## src/rtl/sp_pkg.sv

```systemverilog
package sp_pkg;

  // Register word indexes; the host software decodes by these numbers.
  localparam int IDX_RXBUF     = 0;
  localparam int IDX_TXHOLD    = 1;
  localparam int IDX_FIFOCTL   = 2;
  localparam int IDX_LINECTL   = 3;
  localparam int IDX_MODEMCTL  = 4;
  localparam int IDX_LINESTAT  = 5;
  localparam int IDX_MODEMSTAT = 6;
  localparam int IDX_DIVISOR   = 7;
  localparam int IDX_AUXSTAT   = 8;

  localparam int LCR_BREAK_BIT = 6;
  localparam int MCR_LOOP_BIT  = 4;

  // Modem line levels, packed so that they map onto modem status [7:4].
  typedef struct packed {
    logic dcd;
    logic ri;
    logic dsr;
    logic cts;
  } mdm_lines_t;

endpackage

```

## src/rtl/sp_baud_gen.sv

```systemverilog
module sp_baud_gen #(
  parameter int DIV_W = 16
) (
  input  logic             clk,
  input  logic             rst,
  input  logic             restart,
  input  logic [DIV_W-1:0] divisor,
  output logic             tick
);

  logic [DIV_W-1:0] cnt_q;

  always_ff @(posedge clk) begin
    if (rst || restart) begin
      cnt_q <= '0;
      tick  <= 1'b0;
    end else if (divisor == '0) begin
      cnt_q <= '0;
      tick  <= 1'b0;
    end else if (cnt_q >= divisor - 1'b1) begin
      cnt_q <= '0;
      tick  <= 1'b1;
    end else begin
      cnt_q <= cnt_q + 1'b1;
      tick  <= 1'b0;
    end
  end

endmodule

```

## src/rtl/sp_modem_status.sv

```systemverilog
module sp_modem_status
  import sp_pkg::*;
(
  input  logic       clk,
  input  logic       rst,
  input  logic       loop_en,
  input  logic [3:0] mctl,      // {out2, out1, rts, dtr}
  input  mdm_lines_t pins,
  input  logic       rd_clear,
  output logic [7:0] msr
);

  mdm_lines_t lvl_q, lvl_nxt;
  logic [3:0] delta_q;         // {ddcd, teri, ddsr, dcts}
  logic [3:0] delta_new;

  always_comb begin
    if (loop_en) begin
      lvl_nxt.cts = mctl[1];
      lvl_nxt.dsr = mctl[0];
      lvl_nxt.ri  = mctl[2];
      lvl_nxt.dcd = mctl[3];
    end else begin
      lvl_nxt = pins;
    end
    delta_new[0] = lvl_q.cts ^ lvl_nxt.cts;
    delta_new[1] = lvl_q.dsr ^ lvl_nxt.dsr;
    delta_new[2] = lvl_q.ri & ~lvl_nxt.ri;
    delta_new[3] = lvl_q.dcd ^ lvl_nxt.dcd;
  end

  always_ff @(posedge clk) begin
    if (rst) begin
      lvl_q   <= '0;
      delta_q <= '0;
    end else begin
      lvl_q   <= lvl_nxt;
      delta_q <= (rd_clear ? 4'b0000 : delta_q) | delta_new;
    end
  end

  assign msr = {lvl_q, delta_q};

endmodule

```

## src/rtl/sp_rx_status.sv

```systemverilog
module sp_rx_status (
  input  logic       clk,
  input  logic       rst,
  input  logic       rx_valid,
  input  logic [7:0] rx_data,
  input  logic       rx_perr,
  input  logic       rx_ferr,
  input  logic       rx_brk,
  input  logic       rx_timeout,
  input  logic       rd_buf,
  input  logic       rd_stat,
  input  logic       flush,
  output logic [7:0] buf_q,
  output logic       ready_q,
  output logic       ovr_q,
  output logic       par_q,
  output logic       frm_q,
  output logic       brk_q,
  output logic       tmo_q
);

  always_ff @(posedge clk) begin
    if (rst) begin
      buf_q   <= '0;
      ready_q <= 1'b0;
      ovr_q   <= 1'b0;
      par_q   <= 1'b0;
      frm_q   <= 1'b0;
      brk_q   <= 1'b0;
      tmo_q   <= 1'b0;
    end else begin
      if (rd_buf || flush) begin
        ready_q <= 1'b0;
        tmo_q   <= 1'b0;
      end
      if (rd_stat) begin
        ovr_q <= 1'b0;
        par_q <= 1'b0;
        frm_q <= 1'b0;
        brk_q <= 1'b0;
      end
      if (rx_timeout) tmo_q <= 1'b1;
      if (rx_valid) begin
        if (ready_q && !rd_buf && !flush) begin
          ovr_q <= 1'b1;
        end else begin
          buf_q   <= rx_data;
          ready_q <= 1'b1;
          if (rx_perr) par_q <= 1'b1;
          if (rx_ferr) frm_q <= 1'b1;
          if (rx_brk)  brk_q <= 1'b1;
        end
      end
    end
  end

endmodule

```

## src/rtl/serial_port_regs.sv

```systemverilog
module serial_port_regs
  import sp_pkg::*;
#(
  parameter int ADDR_W    = 4,
  parameter int DATA_W    = 16,
  parameter int DIV_RESET = 16
) (
  input  logic              clk,
  input  logic              rst,
  input  logic              bus_wr,
  input  logic              bus_rd,
  input  logic [ADDR_W-1:0] bus_addr,
  input  logic [DATA_W-1:0] bus_wdata,
  output logic [DATA_W-1:0] bus_rdata,
  output logic              tx_valid,
  output logic [7:0]        tx_data,
  input  logic              tx_ready,
  input  logic              tx_idle,
  input  logic              rx_valid,
  input  logic [7:0]        rx_data,
  input  logic              rx_perr,
  input  logic              rx_ferr,
  input  logic              rx_brk,
  input  logic              rx_timeout,
  input  logic              tx_line,
  output logic              sout,
  input  logic              sin,
  output logic              sin_core,
  input  logic              m_cts,
  input  logic              m_dsr,
  input  logic              m_ri,
  input  logic              m_dcd,
  output logic              m_dtr,
  output logic              m_rts,
  output logic              m_out1,
  output logic              m_out2,
  output logic [5:0]        line_cfg,
  output logic              fifo_en,
  output logic [1:0]        rx_trig,
  output logic              rx_flush,
  output logic              tx_flush,
  output logic              baud_tick,
  output logic              irq_tx,
  output logic              irq_rx,
  output logic              irq_ls,
  output logic              irq_msr
);

  localparam int DIV_W = DATA_W;

  // Register state
  logic [7:0]       lcr_q;
  logic [4:0]       mcr_q;
  logic             fen_q;
  logic [1:0]       trig_q;
  logic [DIV_W-1:0] div_q;
  logic [7:0]       thr_q;
  logic             thr_full;

  // Receive side status
  logic [7:0] rbuf;
  logic       dr, oe, pe, fe, bi, tmo;
  logic [7:0] lsr, msr;
  mdm_lines_t pin_lvl;

  // Bus decode
  logic wr_thr, wr_fcr, wr_lcr, wr_mcr, wr_div;
  logic rd_rbr, rd_lsr, rd_msr;
  logic rxclr_cmd, txclr_cmd, loop_en;

  always_comb begin
    wr_thr    = bus_wr && (bus_addr == ADDR_W'(IDX_TXHOLD));
    wr_fcr    = bus_wr && (bus_addr == ADDR_W'(IDX_FIFOCTL));
    wr_lcr    = bus_wr && (bus_addr == ADDR_W'(IDX_LINECTL));
    wr_mcr    = bus_wr && (bus_addr == ADDR_W'(IDX_MODEMCTL));
    wr_div    = bus_wr && (bus_addr == ADDR_W'(IDX_DIVISOR));
    rd_rbr    = bus_rd && (bus_addr == ADDR_W'(IDX_RXBUF));
    rd_lsr    = bus_rd && (bus_addr == ADDR_W'(IDX_LINESTAT));
    rd_msr    = bus_rd && (bus_addr == ADDR_W'(IDX_MODEMSTAT));
    rxclr_cmd = wr_fcr && bus_wdata[1];
    txclr_cmd = wr_fcr && bus_wdata[2];
    loop_en   = mcr_q[MCR_LOOP_BIT];
  end

  // Configuration registers
  always_ff @(posedge clk) begin
    if (rst) begin
      lcr_q    <= '0;
      mcr_q    <= '0;
      fen_q    <= 1'b0;
      trig_q   <= '0;
      div_q    <= DIV_W'(DIV_RESET);
      rx_flush <= 1'b0;
      tx_flush <= 1'b0;
    end else begin
      if (wr_lcr) lcr_q <= bus_wdata[7:0];
      if (wr_mcr) mcr_q <= bus_wdata[4:0];
      if (wr_div) div_q <= bus_wdata;
      if (wr_fcr) begin
        fen_q  <= bus_wdata[0];
        trig_q <= bus_wdata[7:6];
      end
      rx_flush <= rxclr_cmd;
      tx_flush <= txclr_cmd;
    end
  end

  // Transmit holding register and core handshake
  always_ff @(posedge clk) begin
    if (rst) begin
      thr_q    <= '0;
      thr_full <= 1'b0;
    end else if (txclr_cmd) begin
      thr_full <= 1'b0;
    end else if (thr_full) begin
      if (tx_ready) thr_full <= 1'b0;
    end else if (wr_thr) begin
      thr_q    <= bus_wdata[7:0];
      thr_full <= 1'b1;
    end
  end

  assign tx_valid = thr_full;
  assign tx_data  = thr_q;

  sp_rx_status u_rx (
    .clk        (clk),
    .rst        (rst),
    .rx_valid   (rx_valid),
    .rx_data    (rx_data),
    .rx_perr    (rx_perr),
    .rx_ferr    (rx_ferr),
    .rx_brk     (rx_brk),
    .rx_timeout (rx_timeout),
    .rd_buf     (rd_rbr),
    .rd_stat    (rd_lsr),
    .flush      (rxclr_cmd),
    .buf_q      (rbuf),
    .ready_q    (dr),
    .ovr_q      (oe),
    .par_q      (pe),
    .frm_q      (fe),
    .brk_q      (bi),
    .tmo_q      (tmo)
  );

  always_comb begin
    pin_lvl.cts = m_cts;
    pin_lvl.dsr = m_dsr;
    pin_lvl.ri  = m_ri;
    pin_lvl.dcd = m_dcd;
  end

  sp_modem_status u_msr (
    .clk      (clk),
    .rst      (rst),
    .loop_en  (loop_en),
    .mctl     (mcr_q[3:0]),
    .pins     (pin_lvl),
    .rd_clear (rd_msr),
    .msr      (msr)
  );

  sp_baud_gen #(.DIV_W(DIV_W)) u_baud (
    .clk     (clk),
    .rst     (rst),
    .restart (wr_div),
    .divisor (div_q),
    .tick    (baud_tick)
  );

  assign lsr = {pe | fe | bi, ~thr_full & tx_idle, ~thr_full, bi, fe, pe, oe, dr};

  // Registered read port
  always_ff @(posedge clk) begin
    if (rst) begin
      bus_rdata <= '0;
    end else if (bus_rd) begin
      case (int'(bus_addr))
        IDX_RXBUF:     bus_rdata <= DATA_W'(rbuf);
        IDX_FIFOCTL:   bus_rdata <= DATA_W'({trig_q, 5'b00000, fen_q});
        IDX_LINECTL:   bus_rdata <= DATA_W'(lcr_q);
        IDX_MODEMCTL:  bus_rdata <= DATA_W'(mcr_q);
        IDX_LINESTAT:  bus_rdata <= DATA_W'(lsr);
        IDX_MODEMSTAT: bus_rdata <= DATA_W'(msr);
        IDX_DIVISOR:   bus_rdata <= div_q;
        IDX_AUXSTAT:   bus_rdata <= DATA_W'(tmo);
        default:       bus_rdata <= '0;
      endcase
    end else begin
      bus_rdata <= '0;
    end
  end

  // Interrupt lines and serial pin, all registered
  always_ff @(posedge clk) begin
    if (rst) begin
      irq_tx  <= 1'b0;
      irq_rx  <= 1'b0;
      irq_ls  <= 1'b0;
      irq_msr <= 1'b0;
      sout    <= 1'b1;
    end else begin
      irq_tx  <= ~thr_full;
      irq_rx  <= dr | tmo;
      irq_ls  <= oe | pe | fe | bi;
      irq_msr <= |msr[3:0];
      sout    <= lcr_q[LCR_BREAK_BIT] ? 1'b0 : (loop_en ? 1'b1 : tx_line);
    end
  end

  assign sin_core = loop_en ? tx_line : sin;
  assign m_dtr    = mcr_q[0] & ~loop_en;
  assign m_rts    = mcr_q[1] & ~loop_en;
  assign m_out1   = mcr_q[2] & ~loop_en;
  assign m_out2   = mcr_q[3] & ~loop_en;
  assign line_cfg = lcr_q[5:0];
  assign fifo_en  = fen_q;
  assign rx_trig  = trig_q;

endmodule

```

## config.mk

```make
export PLATFORM = sky130hd
export DESIGN_NAME = serial_port_regs
export DESIGN_NICKNAME = d
export VERILOG_FILES = /design/src/rtl/sp_pkg.sv /design/src/rtl/sp_baud_gen.sv /design/src/rtl/sp_modem_status.sv /design/src/rtl/sp_rx_status.sv /design/src/rtl/serial_port_regs.sv
export SDC_FILE = /design/constraint.sdc
export NUM_CORES = 1
export LEC_CHECK = 0
export BUFFER_PORTS_ARGS = -buffer_cell sky130_fd_sc_hd__buf_2
export CORE_AREA = 2 2 107 88
export CTS_BUF_LIST = sky130_fd_sc_hd__clkbuf_4
export DETAILED_ROUTE_END_ITERATION = 10
export DIE_AREA = 0 0 109 90
export PLACE_DENSITY = 0.86
export SLEW_MARGIN = 20
export SYNTH_ARGS = -nofsm -noshare
export SYNTH_HDL_FRONTEND = slang
export SYNTH_SLANG_ARGS = --single-unit
```

## constraint.sdc

```tcl
create_clock -name clk -period 8.35 [get_ports clk]
set_input_delay 0.4175 -clock clk [delete_from_list [all_inputs] [get_ports clk]]
set_output_delay 0.4175 -clock clk [all_outputs]
set_load 0.1 [all_outputs]
```

[Word-level counts from Yosys, hierarchy flattened]
Cells that the tools add are included.
Operators by class
  add/sub/neg operators: 2
  order comparisons: 1
  equal/unequal tests: 8
  mux-type cells: 30
  bitwise gates (word level): 22
  reductions and logical operators: 26
Operators with widths (number)
  16-bit case mux with 8 select lines: 1
  1-bit 2-to-1 mux: 27
  16-bit by 1-bit adder with 16-bit output, second input constant: 1
  4-bit by 3-bit equality test with 1-bit output, second input constant: 4
  16-bit >= comparator: 1
  16-bit zero test: 1
  16-bit by 1-bit subtractor with 16-bit output, second input constant: 1
  1-bit logical AND: 12
  4-bit by 2-bit equality test with 1-bit output, second input constant: 2
  4-bit 2-to-1 mux: 2
  1-bit AND: 6
  1-bit NOT: 6
  1-bit OR: 6
  2-bit OR reduction: 3
  4-bit by 1-bit equality test with 1-bit output, second input constant: 1
  4-bit equality test, second input constant: 1
  4-bit zero test: 1
  4-bit OR: 1
  4-bit OR reduction: 1
  3-bit AND reduction: 1
  3-bit OR reduction: 1
  1-bit bitwise XOR: 3
  1-bit zero test: 2
  1-bit logical OR: 2
  2 further kinds: 2
Word-level totals
  bits in registers: 103
  input bits: 45
  logic and storage cells: 118

[Logic depth before layout (Yosys ltp)]
  depth in word-level cells: 7
  depth in mapped cells: 13
  gate-level depth less buffers: 12

[Cells and area by module]
From an unflattened synthesis, not the netlist that was laid out.
Unflattened totals
  cell total of the unflattened synthesis: 582
  area total of the unflattened synthesis: 5212.5 sq um
Modules (own cells, without submodules)
  serial_port_regs: instances 1, cells each 344, area an instance 3012.9 sq um
  sp_baud_gen: instances 1, cells each 151, area an instance 1348.8 sq um
  sp_rx_status: instances 1, cells each 57, area an instance 551.8 sq um
  sp_modem_status: instances 1, cells each 30, area an instance 299.0 sq um

[Least setup slack after synthesis]
No wires, ideal clock.
  path type: register to register
  start: reg div_q[5]
  end: reg u_baud.cnt_q[1]
  library setup time: 0.115 ns
  data arrival time: 2.685 ns
  data required time: 8.235 ns
  path slack: 5.549 ns
  stages on the path, launching flop included: 13
  period minus slack after synthesis: 2.801 ns
  cells stage by stage: dfxtp_1 -> buf_6 -> or4_4 -> nor4_4 -> nand2_1 -> nor3_1 -> xnor2_1 -> ha_1 -> nand4_1 -> nor3_1 -> o2111ai_1 -> and3_1 -> and3_1
Between the ends
  cells in the longest elaborated chain, start to end: 3
RTL lines
  from (decl): line serial_port_regs.sv:56  | logic [DIV_W-1:0] div_q;
  from (signal assigned): line serial_port_regs.sv:92  | div_q <= DIV_W'(DIV_RESET);
  from (signal assigned): line serial_port_regs.sv:98  | if (wr_div) div_q <= bus_wdata;
  16-bit by 1-bit subtractor with 16-bit output: line sp_baud_gen.sv:20  | end else if (cnt_q >= divisor - 1'b1) begin
  16-bit >= comparator: line sp_baud_gen.sv:20
  3-bit OR reduction (no source line) (*)
  to (signal assigned): line sp_baud_gen.sv:24  | cnt_q <= cnt_q + 1'b1;
  to (decl): line sp_baud_gen.sv:11  | logic [DIV_W-1:0] cnt_q;
Mark *: on every way between the ends. The rest lies on a longest branch, timed or not.
A chain may end at the register's enable or synchronous reset.

[Final worst setup path]
  start: reg div_q[5]
  end: reg u_baud.cnt_q[2]
The elaborated chain is that of the path after synthesis.

==> run metrics <==
status=finished clean; async set or reset register ratio after synthesis=0%; chip height=90 um; Critical Path Start=div_q[5]$_SDFFE_PP0P_; layout cell share with drive strength beyond 1=19.67%; startpoint type of the worst setup path=flop; clock sinks=103; unrepaired setup endpoints after global routing=no; Hold Path Depth=2; FF-to-FF setup slack=5.15 ns; Post-Synth XOR/XNOR Area=5.756%; cell count of the worst reg-to-reg path=11; mean area per synthesized cell=8.934 um^2; Placer Congestion=0.9898; die width=109 um; CORE AREA=8805 um^2; multiplexer share of the synthesized area=10.69%; Layout area overhead=12.39%; Post-synth EDFFs=0; period utilisation layout=38.27%; Worst R2R Start=div_q[5]$_SDFFE_PP0P_; via count=4,074; area of the multi-input gates=2471 um^2; nets@finish=663; clock skew=0.01992 ns; Routed WL=12.17 mm; first drt pass iteration count=5; Mapped Nets=591; post-synthesis sequential area ratio=43.71%; DRT antenna net count=0; # diodes=0; gr usage total=25.20%; setup TNS=0 ns; Hold WC Path Type=input pin to flop; Worst-path clk slew=0.17 ns; RR Endpoint=u_baud.cnt_q[2]$_SDFF_PP0_; Syn Inst Count=528; antenna violations before repair=0; Rel. slew slack=49.55%; min cycle time layout=3.196 ns; Filler cells=768; starting density of the core=53.57%; Adder-Cell Fraction of Synth Area=4.775%; worst slew pin tran=0.7559 ns; synth warn=0; crit path kind=flop to flop; row cnt=31; initial drt markers=342; PwrDens=166.5 nW/um^2; WL/cell=16.90 um; vias in the first global route=3,867; clk_lat worst skew=0.48 ns; worst hold slack=0.1585 ns; Slew Limit Fails=0; Worst Setup EP=u_baud.cnt_q[2]$_SDFF_PP0_; global route overflow=0; Netlist cell types=51; nature of the critical path endpoint=flop; Peak Freq=312.9 MHz; Setup violations, final=0; VDD IR max=0.1320 mV; Longest Clk Path Bufs=2; leakage=2.414 nW; number of remaining DRC errors=0; Via density=5.658; Post-Syn Area=4717 um^2; Post-CTS Setup Repair Bufs=0; Num CTS Buffers=9; Sequential Area=2062 um^2; DP Wirelength=9.046 mm; post-synthesis simple-gate area fraction=22.20%; TritonCTS clock tree=done; H-tree Lvls=3; I/O pins=92; Final Hold Viols=0; CTS Hold Bufs=0; flops & latches, synth=103; Compound-Gate Fraction of Synth Area=8.912%; max cap viols=0; largest family of logic cells by synthesized area=simple AND/OR/NAND/NOR gates; Main synth FF type=dfxtp_1; data arrival time of the critical path=3.62 ns; count of buffers from port buffering=91; die area=9810 um^2; first-pass GRT wire length=19.19 mm; post-CTS sizing=0; WP data required=8.77 ns; clk root buf=clkbuf_4; largest net degree at the start of global routing=72; crit-path max FO=15
## layout by cell type, fill, tap and decap left out, drive strengths merged, types with 5 or more instances in the layout
| cell | netlist | layout |
|---|---|---|
| nor3 | 9 | 9 |
| o21ai | 9 | 9 |
| nand3 | 10 | 10 |
| and2 | 11 | 11 |
| clkbuf | 17 | 9 |
| nor2 | 88 | 88 |
| nor4 | 7 | 7 |
| a22o | 5 | 5 |
| nand4 | 10 | 10 |
| xor2 | 9 | 9 |
| xnor2 | 22 | 22 |
| buf | 15 | 93 |
| a21oi | 30 | 30 |
| nor2b | 11 | 11 |
| ha | 18 | 18 |
| nand2 | 56 | 56 |
| inv | 6 | 10 |
| mux2i | 47 | 47 |
| dfxtp | 103 | 103 |
| and3 | 6 | 6 |
| a221oi | 5 | 5 |
## logic make-up (layout without fill, tap and decap cells)
family / Yosys count / in the layout
compound gates: 67 / 67
fa+ha+maj: 18 / 18
flops: 103 / 103
mux: 50 / 50
xor+xnor: 31 / 31
simple gates: 221 / 221
buf+inv: 38 / 115
## Yosys cell counts, types with 2 or more instances
| master | count | area [um^2] |
|---|---|---|
| mux2_2 | 3 | 33.78 |
| mux2i_1 | 47 | 470.5 |
| buf_4 | 6 | 45.04 |
| nand4_1 | 9 | 56.30 |
| xnor2_1 | 22 | 192.7 |
| nor2b_1 | 11 | 68.82 |
| and3_1 | 6 | 37.54 |
| nor4_1 | 5 | 31.28 |
| or2_2 | 2 | 12.51 |
| clkbuf_1 | 17 | 63.81 |
| ha_1 | 18 | 225.2 |
| nor2_1 | 88 | 330.3 |
| o21ai_0 | 8 | 40.04 |
| buf_2 | 5 | 25.02 |
| a31oi_1 | 2 | 12.51 |
| nor3b_1 | 2 | 15.01 |
| buf_1 | 2 | 7.510 |
| o22ai_1 | 2 | 12.51 |
| nand2_1 | 56 | 210.2 |
| and2_1 | 10 | 62.56 |
| a221oi_1 | 5 | 43.79 |
| a21oi_1 | 30 | 150.1 |
| a21o_1 | 2 | 15.01 |
| nor3_1 | 9 | 45.04 |
| dfxtp_1 | 103 | 2062 |
| nand3b_1 | 3 | 22.52 |
| xor2_1 | 9 | 78.83 |
| nand3_1 | 10 | 50.05 |
| inv_1 | 6 | 22.52 |
| and3b_1 | 2 | 17.52 |
| a22o_1 | 5 | 43.79 |
| buf_6 | 2 | 22.52 |
| a22oi_1 | 3 | 22.52 |
## flip-flops by register name, summed over array words and instances, names as in the netlist, 2 cells and up
signal,cells
rx_trig,2
div_q,16
u_rx.buf_q,8
tx_data,8
u_baud.cnt_q,16
u_msr.msr,4
bus_rdata,16
mcr_q,5
u_msr.delta_q,4
lcr_q,8
## per-stage QoR
step | utilization [%] | setup WS, ns | cell area, um^2 | power (mW) | cells
5_1_grt | 60.21 | 4.907 | 5301 | 0.9141 | 720
3_3_place_gp | 58.69 | 5.445 | 5167 | 0.6384 | 704
2_1_floorplan | - | 5.549 | 4717 | 0.6094 | 528
3_5_place_dp | 58.69 | 5.215 | 5167 | 0.6424 | 704
4_1_cts | 60.18 | 5.190 | 5299 | 0.8839 | 720
6_report | 60.21 | 5.154 | 5301 | 0.8825 | 720
## power by group
| group | internal, mW | switching (mW) | total, mW |
|---|---|---|---|
| Sequential | 0.506 | 0.0126 | 0.518 |
| Combinational | 0.0367 | 0.0788 | 0.115 |
| Clock | 0.0679 | 0.181 | 0.249 |
| Total | 0.610 | 0.272 | 0.883 |
## worst max-delay path, cell delays in order (launching register included)
cell and delay (ns):
dfxtp_1 0.40, or4_4 0.60, nor4_4 0.20, nand2_1 0.14, nor4_2 0.20, xnor2_1 0.18, ha_1 0.28, nand4_1 0.14
nor3_1 0.08, nor3_1 0.27, nand4_2 0.42, nor2_1 0.23
## layout make-up
cell class,count,area share (%)
Inverter,6,0.4248
Tap cell,115,2.714
Sequential cell,103,38.90
Clock buffer,9,1.274
Timing Repair Buffer,93,8.874
Clock inverter,7,1.204
Multi-Input combinational cell,387,46.61
## worst min-delay path by stage
stage	start	endpoint	slack [ns]
floorplan	u_baud.cnt_q[0]$_SDFF_PP0_	u_baud.cnt_q[0]$_SDFF_PP0_	0.43
global placement	u_baud.cnt_q[0]$_SDFF_PP0_	u_baud.cnt_q[0]$_SDFF_PP0_	0.44
detailed placement	u_baud.cnt_q[0]$_SDFF_PP0_	u_baud.cnt_q[0]$_SDFF_PP0_	0.46
CTS	rx_perr	u_rx.par_q$_SDFF_PP0_	0.16
global route	rx_perr	u_rx.par_q$_SDFF_PP0_	0.14
finish	rx_perr	u_rx.par_q$_SDFF_PP0_	0.16
## per-layer routing
| metal | share of wire (%) | up-vias | global-route usage (%) |
|---|---|---|---|
| met1 | 44 | 1899 | 35.65 |
| met4 | 1.5 | 0 | 6.517 |
| met3 | 9.7 | 18 | 6.744 |
| li1 | - | 1961 | - |
| met2 | 45 | 196 | 37.89 |
| met5 | 0 | - | 0 |
No activity file was read; power rests on OpenSTA's default activity.
